==> config.mk <==
export PLATFORM = sky130hd
export DESIGN_NAME = ser_regport
export DESIGN_NICKNAME = d
export VERILOG_FILES = /design/src/rtl/ser_regport_pkg.sv /design/src/rtl/ser_regport_sync.sv /design/src/rtl/ser_regport_frame.sv /design/src/rtl/ser_regport_regfile.sv /design/src/rtl/ser_regport.sv
export SDC_FILE = /design/constraint.sdc
export NUM_CORES = 1
export LEC_CHECK = 0
export ABC_CLOCK_PERIOD_IN_PS = 4600
export CAP_MARGIN = 25
export CELL_PAD_IN_SITES_DETAIL_PLACEMENT = 0
export CELL_PAD_IN_SITES_GLOBAL_PLACEMENT = 2
export CORE_MARGIN = 2
export CORE_UTILIZATION = 39
export CTS_CLUSTER_DIAMETER = 60
export CTS_CLUSTER_SIZE = 8
export DETAILED_ROUTE_END_ITERATION = 10
export DONT_BUFFER_PORTS = 1
export PLACE_DENSITY = 0.74
export SETUP_SLACK_MARGIN = 0.5
export SLEW_MARGIN = 20
export SYNTH_ARGS = -nofsm -noshare
export SYNTH_HDL_FRONTEND = slang
export SYNTH_SLANG_ARGS = --single-unit
==> constraint.sdc <==
create_clock -name clk -period 4.6 [get_ports clk]
set_input_delay 0.23 -clock clk [delete_from_list [all_inputs] [get_ports clk]]
set_output_delay 0.23 -clock clk [all_outputs]
set_load 0.02 [all_outputs]
==> src/rtl/ser_regport_pkg.sv <==
package ser_regport_pkg;
  localparam int unsigned ADDR_W_DEF = 4;
  localparam int unsigned DATA_W_DEF = 8;
  localparam int unsigned SYNC_DEF   = 2;

  // Width of a counter that holds 0..2*data_w+1 (saturating edge count).
  function automatic int unsigned edge_cnt_w(input int unsigned data_w);
    return $clog2(2 * data_w + 2);
  endfunction
endpackage

==> src/rtl/ser_regport_sync.sv <==
module ser_regport_sync #(
  parameter int unsigned STAGES = 2,
  parameter logic        RST_VAL = 1'b0
) (
  input  logic clk,
  input  logic rst_n,
  input  logic d_i,
  output logic q_o,
  output logic q_dly_o
);
  logic [STAGES:0] chain_q;

  always_ff @(posedge clk or negedge rst_n) begin
    if (!rst_n) begin
      chain_q <= {(STAGES+1){RST_VAL}};
    end else begin
      chain_q <= {chain_q[STAGES-1:0], d_i};
    end
  end

  assign q_o     = chain_q[STAGES-1];
  assign q_dly_o = chain_q[STAGES];
endmodule

==> src/rtl/ser_regport_frame.sv <==
module ser_regport_frame
  import ser_regport_pkg::*;
#(
  parameter int unsigned ADDR_W = ADDR_W_DEF,
  parameter int unsigned DATA_W = DATA_W_DEF
) (
  input  logic              clk,
  input  logic              rst_n,
  input  logic              sclk_s,
  input  logic              sclk_d,
  input  logic              csn_s,
  input  logic              csn_d,
  input  logic              sdi_s,
  input  logic [DATA_W-1:0] rd_word,
  output logic [ADDR_W-1:0] hdr_addr,
  output logic              rd_act,
  output logic              sdo,
  output logic              wr_stb,
  output logic              rd_stb,
  output logic [DATA_W-1:0] dat_word
);
  localparam int unsigned CNT_W  = edge_cnt_w(DATA_W);
  localparam int unsigned RW_POS = DATA_W - 1 - ADDR_W;
  localparam logic [CNT_W-1:0] C_HDR  = CNT_W'(DATA_W);
  localparam logic [CNT_W-1:0] C_FULL = CNT_W'(2 * DATA_W);
  localparam logic [CNT_W-1:0] C_MAX  = CNT_W'(2 * DATA_W + 1);

  logic [CNT_W-1:0]  cnt_q, cnt_n;
  logic [DATA_W-1:0] hdr_q, hdr_n;
  logic [DATA_W-1:0] dat_q, dat_n;
  logic [DATA_W-1:0] out_q, out_n;
  logic              rd_q, rd_n;
  logic              sdo_q, sdo_n;
  logic              wstb_n, rstb_n;
  logic              wstb_q, rstb_q;

  logic sel_start, sel_end, sck_rise, sck_fall;

  assign sel_start = ~csn_s &  csn_d;
  assign sel_end   =  csn_s & ~csn_d;
  assign sck_rise  = ~csn_s &  sclk_s & ~sclk_d;
  assign sck_fall  = ~csn_s & ~sclk_s &  sclk_d;

  always_comb begin
    cnt_n  = cnt_q;
    hdr_n  = hdr_q;
    dat_n  = dat_q;
    out_n  = out_q;
    rd_n   = rd_q;
    sdo_n  = sdo_q;
    wstb_n = 1'b0;
    rstb_n = 1'b0;
    if (sel_start) begin
      cnt_n = '0;
      rd_n  = 1'b0;
    end else if (sel_end) begin
      wstb_n = (cnt_q == C_FULL) & ~rd_q;
      rstb_n = (cnt_q == C_FULL) &  rd_q;
      rd_n   = 1'b0;
    end else if (sck_rise) begin
      if (cnt_q != C_MAX) cnt_n = cnt_q + 1'b1;
      if (cnt_q < C_HDR) begin
        hdr_n = {hdr_q[DATA_W-2:0], sdi_s};
        if (cnt_q == C_HDR - 1'b1) rd_n = hdr_n[RW_POS];
      end else if ((cnt_q < C_FULL) && !rd_q) begin
        dat_n = {dat_q[DATA_W-2:0], sdi_s};
      end
    end else if (sck_fall && rd_q && (cnt_q >= C_HDR) && (cnt_q < C_FULL)) begin
      if (cnt_q == C_HDR) begin
        sdo_n = rd_word[DATA_W-1];
        out_n = {rd_word[DATA_W-2:0], 1'b0};
      end else begin
        sdo_n = out_q[DATA_W-1];
        out_n = {out_q[DATA_W-2:0], 1'b0};
      end
    end
  end

  always_ff @(posedge clk or negedge rst_n) begin
    if (!rst_n) begin
      cnt_q  <= '0;
      hdr_q  <= '0;
      dat_q  <= '0;
      out_q  <= '0;
      rd_q   <= 1'b0;
      sdo_q  <= 1'b0;
      wstb_q <= 1'b0;
      rstb_q <= 1'b0;
    end else begin
      cnt_q  <= cnt_n;
      hdr_q  <= hdr_n;
      dat_q  <= dat_n;
      out_q  <= out_n;
      rd_q   <= rd_n;
      sdo_q  <= sdo_n;
      wstb_q <= wstb_n;
      rstb_q <= rstb_n;
    end
  end

  assign hdr_addr = hdr_q[DATA_W-1 -: ADDR_W];
  assign rd_act   = rd_q;
  assign sdo      = sdo_q;
  assign wr_stb   = wstb_q;
  assign rd_stb   = rstb_q;
  assign dat_word = dat_q;
endmodule

==> src/rtl/ser_regport_regfile.sv <==
module ser_regport_regfile
  import ser_regport_pkg::*;
#(
  parameter int unsigned ADDR_W = ADDR_W_DEF,
  parameter int unsigned DATA_W = DATA_W_DEF
) (
  input  logic                           clk,
  input  logic                           rst_n,
  input  logic                           wr_en,
  input  logic [ADDR_W-1:0]              wr_addr,
  input  logic [DATA_W-1:0]              wr_data,
  input  logic [ADDR_W-1:0]              rd_addr,
  output logic [DATA_W-1:0]              rd_data,
  output logic [(1<<ADDR_W)*DATA_W-1:0]  regs_flat
);
  localparam int unsigned NREG = 1 << ADDR_W;

  logic [DATA_W-1:0] mem_q [NREG];

  for (genvar gi = 0; gi < NREG; gi++) begin : g_reg
    logic sel;
    assign sel = wr_en && (wr_addr == ADDR_W'(gi));
    always_ff @(posedge clk or negedge rst_n) begin
      if (!rst_n) begin
        mem_q[gi] <= '0;
      end else if (sel) begin
        mem_q[gi] <= wr_data;
      end
    end
    assign regs_flat[gi*DATA_W +: DATA_W] = mem_q[gi];
  end

  assign rd_data = mem_q[rd_addr];
endmodule

==> src/rtl/ser_regport.sv <==
module ser_regport
  import ser_regport_pkg::*;
#(
  parameter int unsigned ADDR_W      = ADDR_W_DEF,
  parameter int unsigned DATA_W      = DATA_W_DEF,
  parameter int unsigned SYNC_STAGES = SYNC_DEF
) (
  input  logic                          clk,
  input  logic                          rst_n,
  input  logic                          sclk_i,
  input  logic                          csn_i,
  input  logic                          sdio_i,
  output logic                          sdio_o,
  output logic                          sdio_oe,
  output logic [(1<<ADDR_W)*DATA_W-1:0] regs_o,
  output logic                          wr_stb,
  output logic [ADDR_W-1:0]             wr_addr,
  output logic [DATA_W-1:0]             wr_data,
  output logic                          rd_stb,
  output logic [ADDR_W-1:0]             rd_addr
);
  logic [1:0] rst_sync_q;
  logic       rst_i_n;

  always_ff @(posedge clk or negedge rst_n) begin
    if (!rst_n) rst_sync_q <= 2'b00;
    else        rst_sync_q <= {rst_sync_q[0], 1'b1};
  end
  assign rst_i_n = rst_sync_q[1];

  logic sclk_s, sclk_d, csn_s, csn_d, sdi_s, sdi_d;

  ser_regport_sync #(.STAGES(SYNC_STAGES), .RST_VAL(1'b0)) u_sync_sclk (
    .clk(clk), .rst_n(rst_i_n), .d_i(sclk_i), .q_o(sclk_s), .q_dly_o(sclk_d));
  ser_regport_sync #(.STAGES(SYNC_STAGES), .RST_VAL(1'b1)) u_sync_csn (
    .clk(clk), .rst_n(rst_i_n), .d_i(csn_i), .q_o(csn_s), .q_dly_o(csn_d));
  ser_regport_sync #(.STAGES(SYNC_STAGES), .RST_VAL(1'b0)) u_sync_sdi (
    .clk(clk), .rst_n(rst_i_n), .d_i(sdio_i), .q_o(sdi_s), .q_dly_o(sdi_d));

  logic [ADDR_W-1:0] hdr_addr;
  logic [DATA_W-1:0] rd_word, dat_word;
  logic              rd_act, sdo, wstb, rstb;
  logic              unused_sdi_d;
  assign unused_sdi_d = sdi_d;

  ser_regport_frame #(.ADDR_W(ADDR_W), .DATA_W(DATA_W)) u_frame (
    .clk(clk), .rst_n(rst_i_n),
    .sclk_s(sclk_s), .sclk_d(sclk_d), .csn_s(csn_s), .csn_d(csn_d), .sdi_s(sdi_s),
    .rd_word(rd_word), .hdr_addr(hdr_addr), .rd_act(rd_act), .sdo(sdo),
    .wr_stb(wstb), .rd_stb(rstb), .dat_word(dat_word));

  ser_regport_regfile #(.ADDR_W(ADDR_W), .DATA_W(DATA_W)) u_regs (
    .clk(clk), .rst_n(rst_i_n),
    .wr_en(wstb), .wr_addr(hdr_addr), .wr_data(dat_word),
    .rd_addr(hdr_addr), .rd_data(rd_word), .regs_flat(regs_o));

  // Enable is gated by the raw select so it releases without sync latency.
  assign sdio_oe = rd_act & ~csn_i;
  assign sdio_o  = sdo;
  assign wr_stb  = wstb;
  assign wr_addr = hdr_addr;
  assign wr_data = dat_word;
  assign rd_stb  = rstb;
  assign rd_addr = hdr_addr;
endmodule

* Word-level counts from Yosys, hierarchy flattened
Cells that the tools add are included.
** Word-level totals
- Logic and storage cells :: 123
- Output and inout port bits :: 148
- Input bits :: 5
- Register bits :: 171
** Cells by class
- Mux-type cells :: 18
- $add $sub $neg :: 1
- Reductions and logical operators :: 32
- Order comparisons :: 4
- Bitwise logic cells :: 20
- Eq/ne operators :: 20
** Operators with widths (number)
- binary-select mux 8 bit (select 4 bit) :: 1
- == test 4 bit (second input constant) :: 8
- two-way mux 8 bit :: 3
- logical AND 1 bit :: 20
- two-way mux 5 bit :: 4
- == test 4 x 3 -> 1 bit (second input constant) :: 4
- two-way mux 1 bit :: 10
- NOT 1 bit :: 10
- AND 1 bit :: 9
- nonzero test 3 bit :: 3
- == test 4 x 2 -> 1 bit (second input constant) :: 2
- AND reduction 4 bit :: 2
- AND reduction 3 bit :: 2
- adder 5 x 1 -> 5 bit (second input constant) :: 1
- == test 5 x 3 -> 1 bit (second input constant) :: 1
- == test 5 x 4 -> 1 bit (second input constant) :: 1
- == test 5 bit (second input constant) :: 1
- greater-or-equal comparator 5 x 4 -> 1 bit (second input constant) :: 1
- greater-or-equal comparator 5 bit (second input constant) :: 1
- less-than comparator 5 x 4 -> 1 bit (second input constant) :: 1
- less-than comparator 5 bit (second input constant) :: 1
- != test 5 bit (second input constant) :: 1
- NOT 4 -> 5 bit :: 1
- AND reduction 5 bit :: 1
- other kinds (5) :: 6

* Logic depth before layout (Yosys ltp)
Gate-level depths: netlist (run 1).
- Depth after elaboration :: 7
- Depth in mapped cells :: 7
- Mapped depth without buffers :: 6

* Modules after synthesis
Synthesis (run 1) repeated with hierarchy kept, for this count alone.
** Second synthesis, totals
- Cells, all modules :: 512
- Area total of the unflattened synthesis :: 7785.0 µm²
** Modules (own cells, without submodules)
- ser_regport_regfile :: instances 1, cells each 364, sequential area each 3203.1 µm², area each 5903.2 µm²
- ser_regport_frame :: instances 1, cells each 131, sequential area each 800.8 µm², area each 1555.2 µm²
- ser_regport_sync (u_sync_sclk ...) :: instances 2, cells each 3, sequential area each 75.1 µm², area each 75.1 µm²
- ser_regport :: instances 1, cells each 8, sequential area each 50.0 µm², area each 97.6 µm²
- ser_regport_sync (u_sync_csn) :: instances 1, cells each 3, sequential area each 78.8 µm², area each 78.8 µm²

* Worst setup path before layout (run 1)
Ideal clock, no wire load.
- Path type :: reg-to-reg
- Start :: reg u_sync_csn.chain_q[1]
- End :: reg u_frame.hdr_q[0]
- Path buffers :: 0
- Arrival :: 1.878 ns
- Period minus slack after synthesis :: 2.003 ns
- Library setup time :: 0.125 ns
- Data required time :: 4.475 ns
- Stages on the path, launching flop included :: 6
- Path slack :: 2.597 ns
- Cell sequence :: dfstp_2 inv_1 ha_1 or3_4 nor3_4 mux2_2
** On the way
- Word-level cells in the longest chain between the ends :: 4
- Elaborated cells on any way between the ends :: 8
- Classes of those cells :: 7 x bitwise; 1 x reduce/logical
** RTL lines
- start, declared :: RTL line ser_regport_sync.sv:11 : logic [STAGES:0] chain_q;
- start signal, assigned :: RTL line ser_regport_sync.sv:15 : chain_q <= {(STAGES+1){RST_VAL}};
- start signal, assigned :: RTL line ser_regport_sync.sv:17 : chain_q <= {chain_q[STAGES-1:0], d_i};
- NOT 1 bit :: RTL line ser_regport_frame.sv:39, ser_regport_frame.sv:41
- AND 1 bit (on tied branches) :: RTL line ser_regport_frame.sv:41, ser_regport_frame.sv:39
- AND 1 bit or NOT 1 bit (tied branches)
- AND reduction 4 bit (no source line) (*)
- end signal, assigned :: RTL line ser_regport_frame.sv:91 : hdr_q <= hdr_n;
- end, declared :: RTL line ser_regport_frame.sv:29 : logic [DATA_W-1:0] hdr_q, hdr_n;
Every way passes the cells marked *; elsewhere a longest branch is shown, timed or not.
A chain may end at the register's enable or synchronous reset.

* Worst setup path in the final report (run 1)
- Start :: reg u_frame.hdr_q[7]
- End :: reg u_regs.mem_q, in the netlist u_regs.regs_flat[69]
** On the way
- Word-level cells in the longest chain between the ends :: 2
** RTL lines
- == test 4 bit :: RTL line ser_regport_regfile.sv:22 : assign sel = wr_en && (wr_addr == ADDR_W'(gi));
- logical AND 1 bit :: RTL line ser_regport_regfile.sv:22
- end signal, assigned by index :: RTL line ser_regport_regfile.sv:27 : mem_q[gi] <= wr_data;
- end, declared :: RTL line ser_regport_regfile.sv:18 : logic [DATA_W-1:0] mem_q [NREG];
Every way passes these cells.

==> impl_results.md, run 1 <==
* Post-route DRC at 0
* Clock tree root driver cell: clkbuf_16
* DIE HEIGHT at 146 um
* Class of the worst hold path: input pin to asynchronous set/reset pin
* Final non-filler cell total at 841
* Synthesized area at 7830 um^2
* Post-synth cell types at 48
* Xor/xnor share of the synthesized area at 0%
* Area taken by multi-input logic gates at approximately 3300 um^2
* Synth Area in Adders at 0.958%
* Diodes inserted at 0
* DR vias/cell at 5.60
* Avg Cell Area, Syn at 13.7 um^2
* Iter 0 DRT Violations at ~280
* Net count after synthesis at 583
* CTS Buffer Depth at 2
* CP Launch Type: flip-flop
* Row count at 51
* H-tree depth at 4
* CP Capture Type: flip-flop
* Placed cell count at 804
* Final min period at 2420 ps
* Top cell type's share of synthesized area at between 50% and 60%
* HPWL after DPL at 14900 um
* RD Place Congestion at 0.749
* Clock slew at reported path FFs at 60 ps
* Largest family of logic cells by synthesized area: multiplexers
* Largest net degree at the start of global routing at roughly 130
* CTS tree: built
* Seq/Total Area, Yosys at 54.4%
* Simple-Gate Fraction of Synth Area at 7.86%
* Worst EP required at approximately 4900 ps
* CP arrival at approximately 2700 ps
* Post-route clock period utilization at 52.5%
* Initial antenna violation count at 0
* Fmax at 414 MHz
* Total Routed Length at 21600 um
* Worst-margin pin slew at 1020 ps
* Global-route wire length before repair at 33200 um
* Largest fanout on the critical path at 24
* Ports at around 150
* Number of port buffers at 0
* GR Overflow Total at 0
* Max Slew Vio Count at 0
* Nets@finish at 574
* FILL cells at 1784
* Leading cell types by count after synthesis: 167 x dfrtp_1, 147 x mux2_2, 53 x mux2i_1, 18 x nor2_1, 16 x clkbuf_1
* #FFs+latches synth at 170
* Post-synth ARST share at 100%
* Number of max-capacitance violations reported at 0
* Setup bufs post-CTS at 0
* Power per Cell Area at 394 nW/um^2
* DR WL/cell at around 26 um
* Final Skew at about 8.2 ps
* Storage cell area at 4270 um^2
* Clock buffer count from CTS at 17
* Drt pass-1 iters at 4
* Cell taking the most area after synthesis: dfrtp_1
* RSZ-0062 raised after global routing: false
* Most frequent cell after synthesis: dfrtp_1
* Final Hold Fails at 0
* Share of layout cells above drive strength 1 at between 30% and 40%
* Die area at 21200 um^2
* Setup TNS at 0 ps
* Critical path class: flip-flop to flip-flop
* Worst slew margin at 31.3%
* Lkg Pwr at between 3 and 4 nW
* Post-synth EDFFs at 0
* Vias in the first global route at 4992
* Area added between synthesis and finish at 10.3%
* Antenna viol nets, final at 0
* Post-synthesis compound-gate area fraction at 3.35%
* Sinks on Clock Net at 170
* Synth Flop Type: dfrtp_1
* Status: finished, final reports clean
* Yosys warnings at 0
* Detailed-route via count at 4707
* Die W at 146 um
* R2R cell count at 3
* GRT Total Usage at 20.7%
* Synth Instances at 572
* Clk Latency, worst-skew pair at 420 ps
* Core area at 19600 um^2
* Initial cell density of the core at 40.0%
* Peak VDD IR at ~0.25 mV
* Multiplexer share of the synthesized area at slightly above 30%
* Final setup viols at 0
* Largest cells by area after synthesis: dfrtp_1 53%, mux2_2 21%, mux2i_1 6.8%, mux4_2 2.6%, dfstp_2 1.0%
## placed cells by master, fill, tap and decap left out, types with 5 or more instances in the layout
cell type	Yosys	final
clkbuf_16	0	17
a21oi_1	7	7
mux2_2	147	147
nor4_1	8	8
ha_1	6	6
mux2i_1	53	53
dfrtp_1	167	164
nand2_1	14	14
buf_4	10	5
nand3_1	8	8
o22ai_1	8	8
a31oi_1	5	5
inv_1	7	7
o21ai_0	7	7
nor2_2	7	7
or2_2	7	7
nor2_1	18	18
mux4_2	9	9
a2bb2oi_1	7	7
## cell families after synthesis
logic type,after synthesis
mux,209
flops,170
simple gates,101
buf+inv,45
compound gates,40
fa+ha+maj,6
other cells,1
## worst max-delay path: stages (launching register included)
cell	delay [ps]
dfrtp_2	730
nand3b_1	300
nor3_2	840
mux2_2	420
## registers in the layout, summed over array words and instances, names as in the netlist
signal and flops:
u_regs.regs_flat 128, u_frame.dat_word 8, u_frame.hdr_q 8, u_frame.out_q 7, u_frame.cnt_q 5, u_sync_csn.chain_q 3, u_sync_sclk.chain_q 3, rst_sync_q 2
u_sync_sdi.chain_q 2, u_frame.rd_act 1, u_frame.rd_stb 1, u_frame.sdo 1, u_frame.wr_stb 1
## metrics by stage
stage / worst slack, ps / cell area (um^2) / utilization (%) / power [mW] / hold slack [ps]
3_5_place_dp: 2140 / 8020 / 40.9 / 2.03 / -65.5
6_report: 2180 / 8640 / 44.1 / 3.40 / 36.1
5_1_grt: 2030 / 8640 / 44.1 / 3.55 / 21.2
4_1_cts: 2120 / 8630 / 44.1 / 3.43 / 15.3
2_1_floorplan: 1790 / 7840 / - / 1.95 / -65.6
3_3_place_gp: 2180 / 8020 / 40.9 / 2.02 / -65.5
## where the power goes
group / internal [mW] / switching [mW]
Clock: 0.780 / 0.624
Combinational: 0.152 / 0.239
Sequential: 1.54 / 0.0672
Total: 2.47 / 0.931
## layout make-up
type | count | share of cell area [%]
flip-flops and latches | 170 | 49.4
multi-input cells | 357 | 38.7
clock buffers | 20 | 5.29
well taps | 265 | 3.84
clock inverters | 12 | 1.35
repair buffers | 10 | 1.13
inverters | 7 | 0.304
## per-layer routing
layer,up-vias,track usage (%),wire [um]
met2,147,32.8,10200
met1,2483,26.6,9150
li1,2057,-,-
met5,-,0,0
met3,20,8.90,1980
met4,0,4.61,248
## final timing paths
kind / from / endpoint / slack (ps)
setup / recovery: u_frame.hdr_q[7] / u_regs.regs_flat[69] / 2180
hold / removal: rst_n / rst_sync_q[1] / 40
setup reg to reg: u_frame.hdr_q[7] / u_regs.regs_flat[69] / 2180
hold reg to reg: rst_sync_q[1] / u_regs.regs_flat[48] / 330
max in group asynchronous: rst_sync_q[1] / u_frame.hdr_q[7] / 3150
min in group clk: u_sync_sdi.chain_q[0] / u_sync_sdi.chain_q[1] / 350
## repair_timing
item,in CTS,in global routing
gates resized for setup,0,0
hold buffers,4,0
hold endpoints to repair,5,0
No activity file was read; power rests on OpenSTA's default activity.
==> run 2: changes to the inputs <==
--- a/config.mk
+++ b/config.mk
@@ -5,17 +5,18 @@
 export SDC_FILE = /design/constraint.sdc
 export NUM_CORES = 1
 export LEC_CHECK = 0
-export ABC_CLOCK_PERIOD_IN_PS = 4600
+export ABC_AREA = 1
+export ABC_CLOCK_PERIOD_IN_PS = 2400
 export CAP_MARGIN = 25
 export CELL_PAD_IN_SITES_DETAIL_PLACEMENT = 0
 export CELL_PAD_IN_SITES_GLOBAL_PLACEMENT = 2
 export CORE_MARGIN = 2
-export CORE_UTILIZATION = 39
+export CORE_UTILIZATION = 37
 export CTS_CLUSTER_DIAMETER = 60
 export CTS_CLUSTER_SIZE = 8
 export DETAILED_ROUTE_END_ITERATION = 10
 export DONT_BUFFER_PORTS = 1
-export PLACE_DENSITY = 0.74
+export PLACE_DENSITY = 0.78
 export SETUP_SLACK_MARGIN = 0.5
 export SLEW_MARGIN = 20
 export SYNTH_ARGS = -nofsm -noshare
==> constraint.sdc (replaced) <==
create_clock -name clk -period 2.4 [get_ports clk]
set_input_delay 0.12 -clock clk [delete_from_list [all_inputs] [get_ports clk]]
set_output_delay 0.12 -clock clk [all_outputs]
set_load 0.02 [all_outputs]
==> impl_results.md, run 2 <==
* Commonest non-fill, non-tap cell in the layout: nand2_1
* Total Routed Length at 24400 um (+13%)
* Diodes inserted at 0 (unchanged)
* Reg-to-reg startpoint: u_frame.hdr_q[5]
* CTS Buffer Depth at 2 (unchanged)
* Final non-filler cell total at 1259 (+50%)
* CP arrival at 2060 ps (-660 ps)
* Clock power share at 42.7% (+1.4 points)
* Comb power frac at 14.6% (+3.1 points)
* Ports at 153 (unchanged)
* Class of the worst hold path: input pin to flip-flop
* Largest cells by area after synthesis: dfrtp_1 53%, nand2_1 20%, o21ai_0 6.8%, a21oi_1 2.7%, nor2_1 2.6%
* Largest register FFs at 128 (unchanged)
* Sinks on Clock Net at 170 (unchanged)
* Worst hold slack at 240 ps (+204 ps)
* Global-route wire length before repair at 37400 um (+13%)
* Leading cell types by count after synthesis: 419 x nand2_1, 167 x dfrtp_1, 108 x o21ai_0, 55 x nor2_1, 43 x a21oi_1
* Power per Cell Area at 808 nW/um^2 (+110%)
* Max Slew Vio Count at 0 (unchanged)
* Clock buffer count from CTS at 17 (unchanged)
* Avg Cell Area, Syn at 8.07 um^2 (-41%)
* DIE HEIGHT at 150 um (+3.2%)
* Buf/Inv on CP at 1 (+1)
* Vias in the first global route at 6012 (+20%)
* R2R cell count at 5 (+2)
* Critical path origin: u_frame.hdr_q[5]
* Biggest cell delay along the critical path at 550 ps (-290 ps)
* CP dominant cell by count: nand2_1
* Setup crit end: u_regs.regs_flat[125]
* Cell taking the most area after synthesis: dfrtp_1
* Synth Flop Type: dfrtp_1
* Lkg Pwr at 4.29 nW (+9.8%)
* P_int at 4.98 mW (+100%)
* DR vias/cell at 5.00 (-11%)
* Post-route clock period utilization at 74.3% (+22 points)
* Post-synth EDFFs at 0 (unchanged)
* Clk Latency, worst-skew pair at 430 ps (about the same)
* Fmax at 561 MHz (+35%)
* Post-synth cell types at 32 (-33%)
* RSZ-0062 raised after global routing: true
* Core area at 21000 um^2 (+7.3%)
* Detailed-route via count at 6296 (+34%)
* CP Cell Sequence: inv_4, nor3_4, nand2_1, nand2_1, o21ai_0
* Antenna viol nets, final at 0 (unchanged)
* Sequential share of power at 42.7% (-4.5 points)
* Final min period at 1780 ps (-633 ps)
* Row count at 53 (+3.9%)
* Synthesized area at 7930 um^2 (+1.2%)
* Crit. path cell count at 5 (+2)
* Setup TNS at 0 ps (unchanged)
* Post-route DRC at 0 (unchanged)
* Die W at 150 um (+3.2%)
* Number of port buffers at 0 (unchanged)
* Family with the most delay on the worst path: simple AND/OR/NAND/NOR gates
* RD Place Congestion at 0.761 (+1.6%)
* DR WL/cell at 19.4 um (-24%)
* Most frequent cell after synthesis: nand2_1
* Initial cell density of the core at 37.7% (-2.3 points)
* Status: finished, final reports clean
* Worst-margin pin slew at 863 ps (-161 ps)
* GRT Total Usage at 22.2% (+1.5 points)
* Initial antenna violation count at 0 (unchanged)
* CP max stage cell: dfrtp_4
* Number of max-capacitance violations reported at 0 (unchanged)
* HPWL after DPL at 16800 um (+12%)
* Clock slew at reported path FFs at 70 ps (about the same)
* Iter 0 DRT Violations at 427 (+51%)
* Storage cell area at 4270 um^2 (unchanged)
* Drt pass-1 iters at 5 (+1)
* Synth Instances at 982 (+72%)
* Clock tree root driver cell: clkbuf_16
* CP Capture Type: flip-flop
* Switching part of the total at 30.6% (+3.2 points)
* FILL cells at 2162 (+21%)
* Most frequent cells in the layout: 417 x nand2_1, 164 x dfrtp_1, 108 x o21ai_0
* Peak VDD IR at 0.419 mV (+71%)
* Top cell type's share of synthesized area at 52.7% (-0.63 points)
* Net count after synthesis at 993 (+70%)
* Yosys warnings at 0 (unchanged)
* GR Overflow Total at 0 (unchanged)
* Area added between synthesis and finish at 12.1%
* Post-synth ARST share at 100% (unchanged)
* Critical path class: flip-flop to flip-flop
* P_sw at 2.19 mW (+140%)
* Worst slew margin at 42.4% (+11 points)
* Largest net degree at the start of global routing at 114 (-11%)
* H-tree depth at 4 (unchanged)
* Die area at 22600 um^2 (+6.5%)
* RR Endpoint: u_regs.regs_flat[125]
* Largest fanout on the critical path at 16 (-33%)
* CP Launch Type: flip-flop
* Area taken by multi-input logic gates at 3180 um^2 (-5.0%)
* Final setup viols at 0 (unchanged)
* #FFs+latches synth at 170 (unchanged)
* Seq/Total Area, Yosys at 53.7% (-0.64 points)
* R2r setup slk at 620 ps (-1570 ps)
* Nets@finish at 982 (+71%)
* Final Skew at 11.4 ps (+3.26 ps)
* Share of layout cells above drive strength 1 at 9.45% (-30 points)
* Worst EP required at 2670 ps (-2240 ps)
* Tot Pwr at 7.17 mW (+110%)
* CTS tree: built
* Final Hold Fails at 0 (unchanged)
* Placed cell count at 1221 (+52%)
run 2: cell types whose count changed after synthesis, sizes merged, moves of 25 or more:
| cell | before | now |
|---|---|---|
| a21oi | 7 | 46 |
| buf | 22 | 47 |
| inv | 7 | 40 |
| mux2 | 147 | 0 |
| mux2i | 53 | 0 |
| nand2 | 18 | 422 |
| nor2 | 25 | 66 |
| o21ai | 7 | 121 |
run 2: area by class of cell:
cell class,instances,area share (%)
Clock buffer,18,4.94
Clock inverter,14,2.35
Inverter,41,1.82
Multi-Input combinational cell,710,35.8
Sequential cell,170,48.0
Tap cell,275,3.87
Timing Repair Buffer,31,3.23
run 2: power by group through the flow:
| stage | clock [mW] | combinational (mW) | sequential, mW |
|---|---|---|---|
| floorplan | 0 | 0.818 | 3.09 |
| global placement | 0 | 1.05 | 3.11 |
| detailed placement | 0 | 1.05 | 3.11 |
| CTS | 3.13 | 1.06 | 3.06 |
| global route | 3.25 | 1.15 | 3.08 |
| finish | 3.06 | 1.05 | 3.06 |
run 2: worst min path at each step:
| stage | endpoint | from | cells past startpoint |
|---|---|---|---|
| finish | u_sync_csn.chain_q[0] | csn_i | 1 |
| global placement | rst_sync_q[0] | rst_n | 0 |
| global route | u_sync_csn.chain_q[0] | csn_i | 1 |
| detailed placement | rst_sync_q[0] | rst_n | 0 |
| CTS | u_sync_csn.chain_q[0] | csn_i | 1 |
| floorplan | rst_sync_q[0] | rst_n | 0 |
run 2: timing repair:
| action | 4_1_cts | 5_1_grt |
|---|---|---|
| gates resized for setup | 1 | 10 |
| hold buffers | 5 | 0 |
| endpoints found under the setup margin | 1 | 68 |
| buffers inserted | 0 | 1 |
| hold endpoints to repair | 5 | 0 |
| pin swaps | 0 | 1 |
run 2: per-stage QoR:
step                worst slack, ps  area (um^2)  utilization (%)
floorplan                       644         7930                -
CTS                             518         8850             42.1
global placement                459         8140             38.7
detailed placement              444         8140             38.7
global route                    433         8880             42.3
finish                          617         8880             42.3
run 2: kinds of logic after synthesis:
| logic type | share of synthesized area (%) |
|---|---|
| AOI/OAI and AO/OA | 11.5 |
| DFF | 53.7 |
| xor gates and xnor gates | 0.221 |
| other | 0.0473 |
| buffers and inverters | 6.53 |
| adders and majority gates | 0.947 |
| and+or+nand+nor | 27.0 |
run 2: per-layer routing:
| metal | GRT usage (%) | vias to the layer above | share of wire [%] |
|---|---|---|---|
| met5 | 0 | - | 0 |
| met1 | 30.9 | 3009 | 46 |
| met3 | 6.12 | 22 | 6.4 |
| met4 | 6.23 | 0 | 1.5 |
| li1 | - | 3095 | - |
| met2 | 34.1 | 170 | 46 |
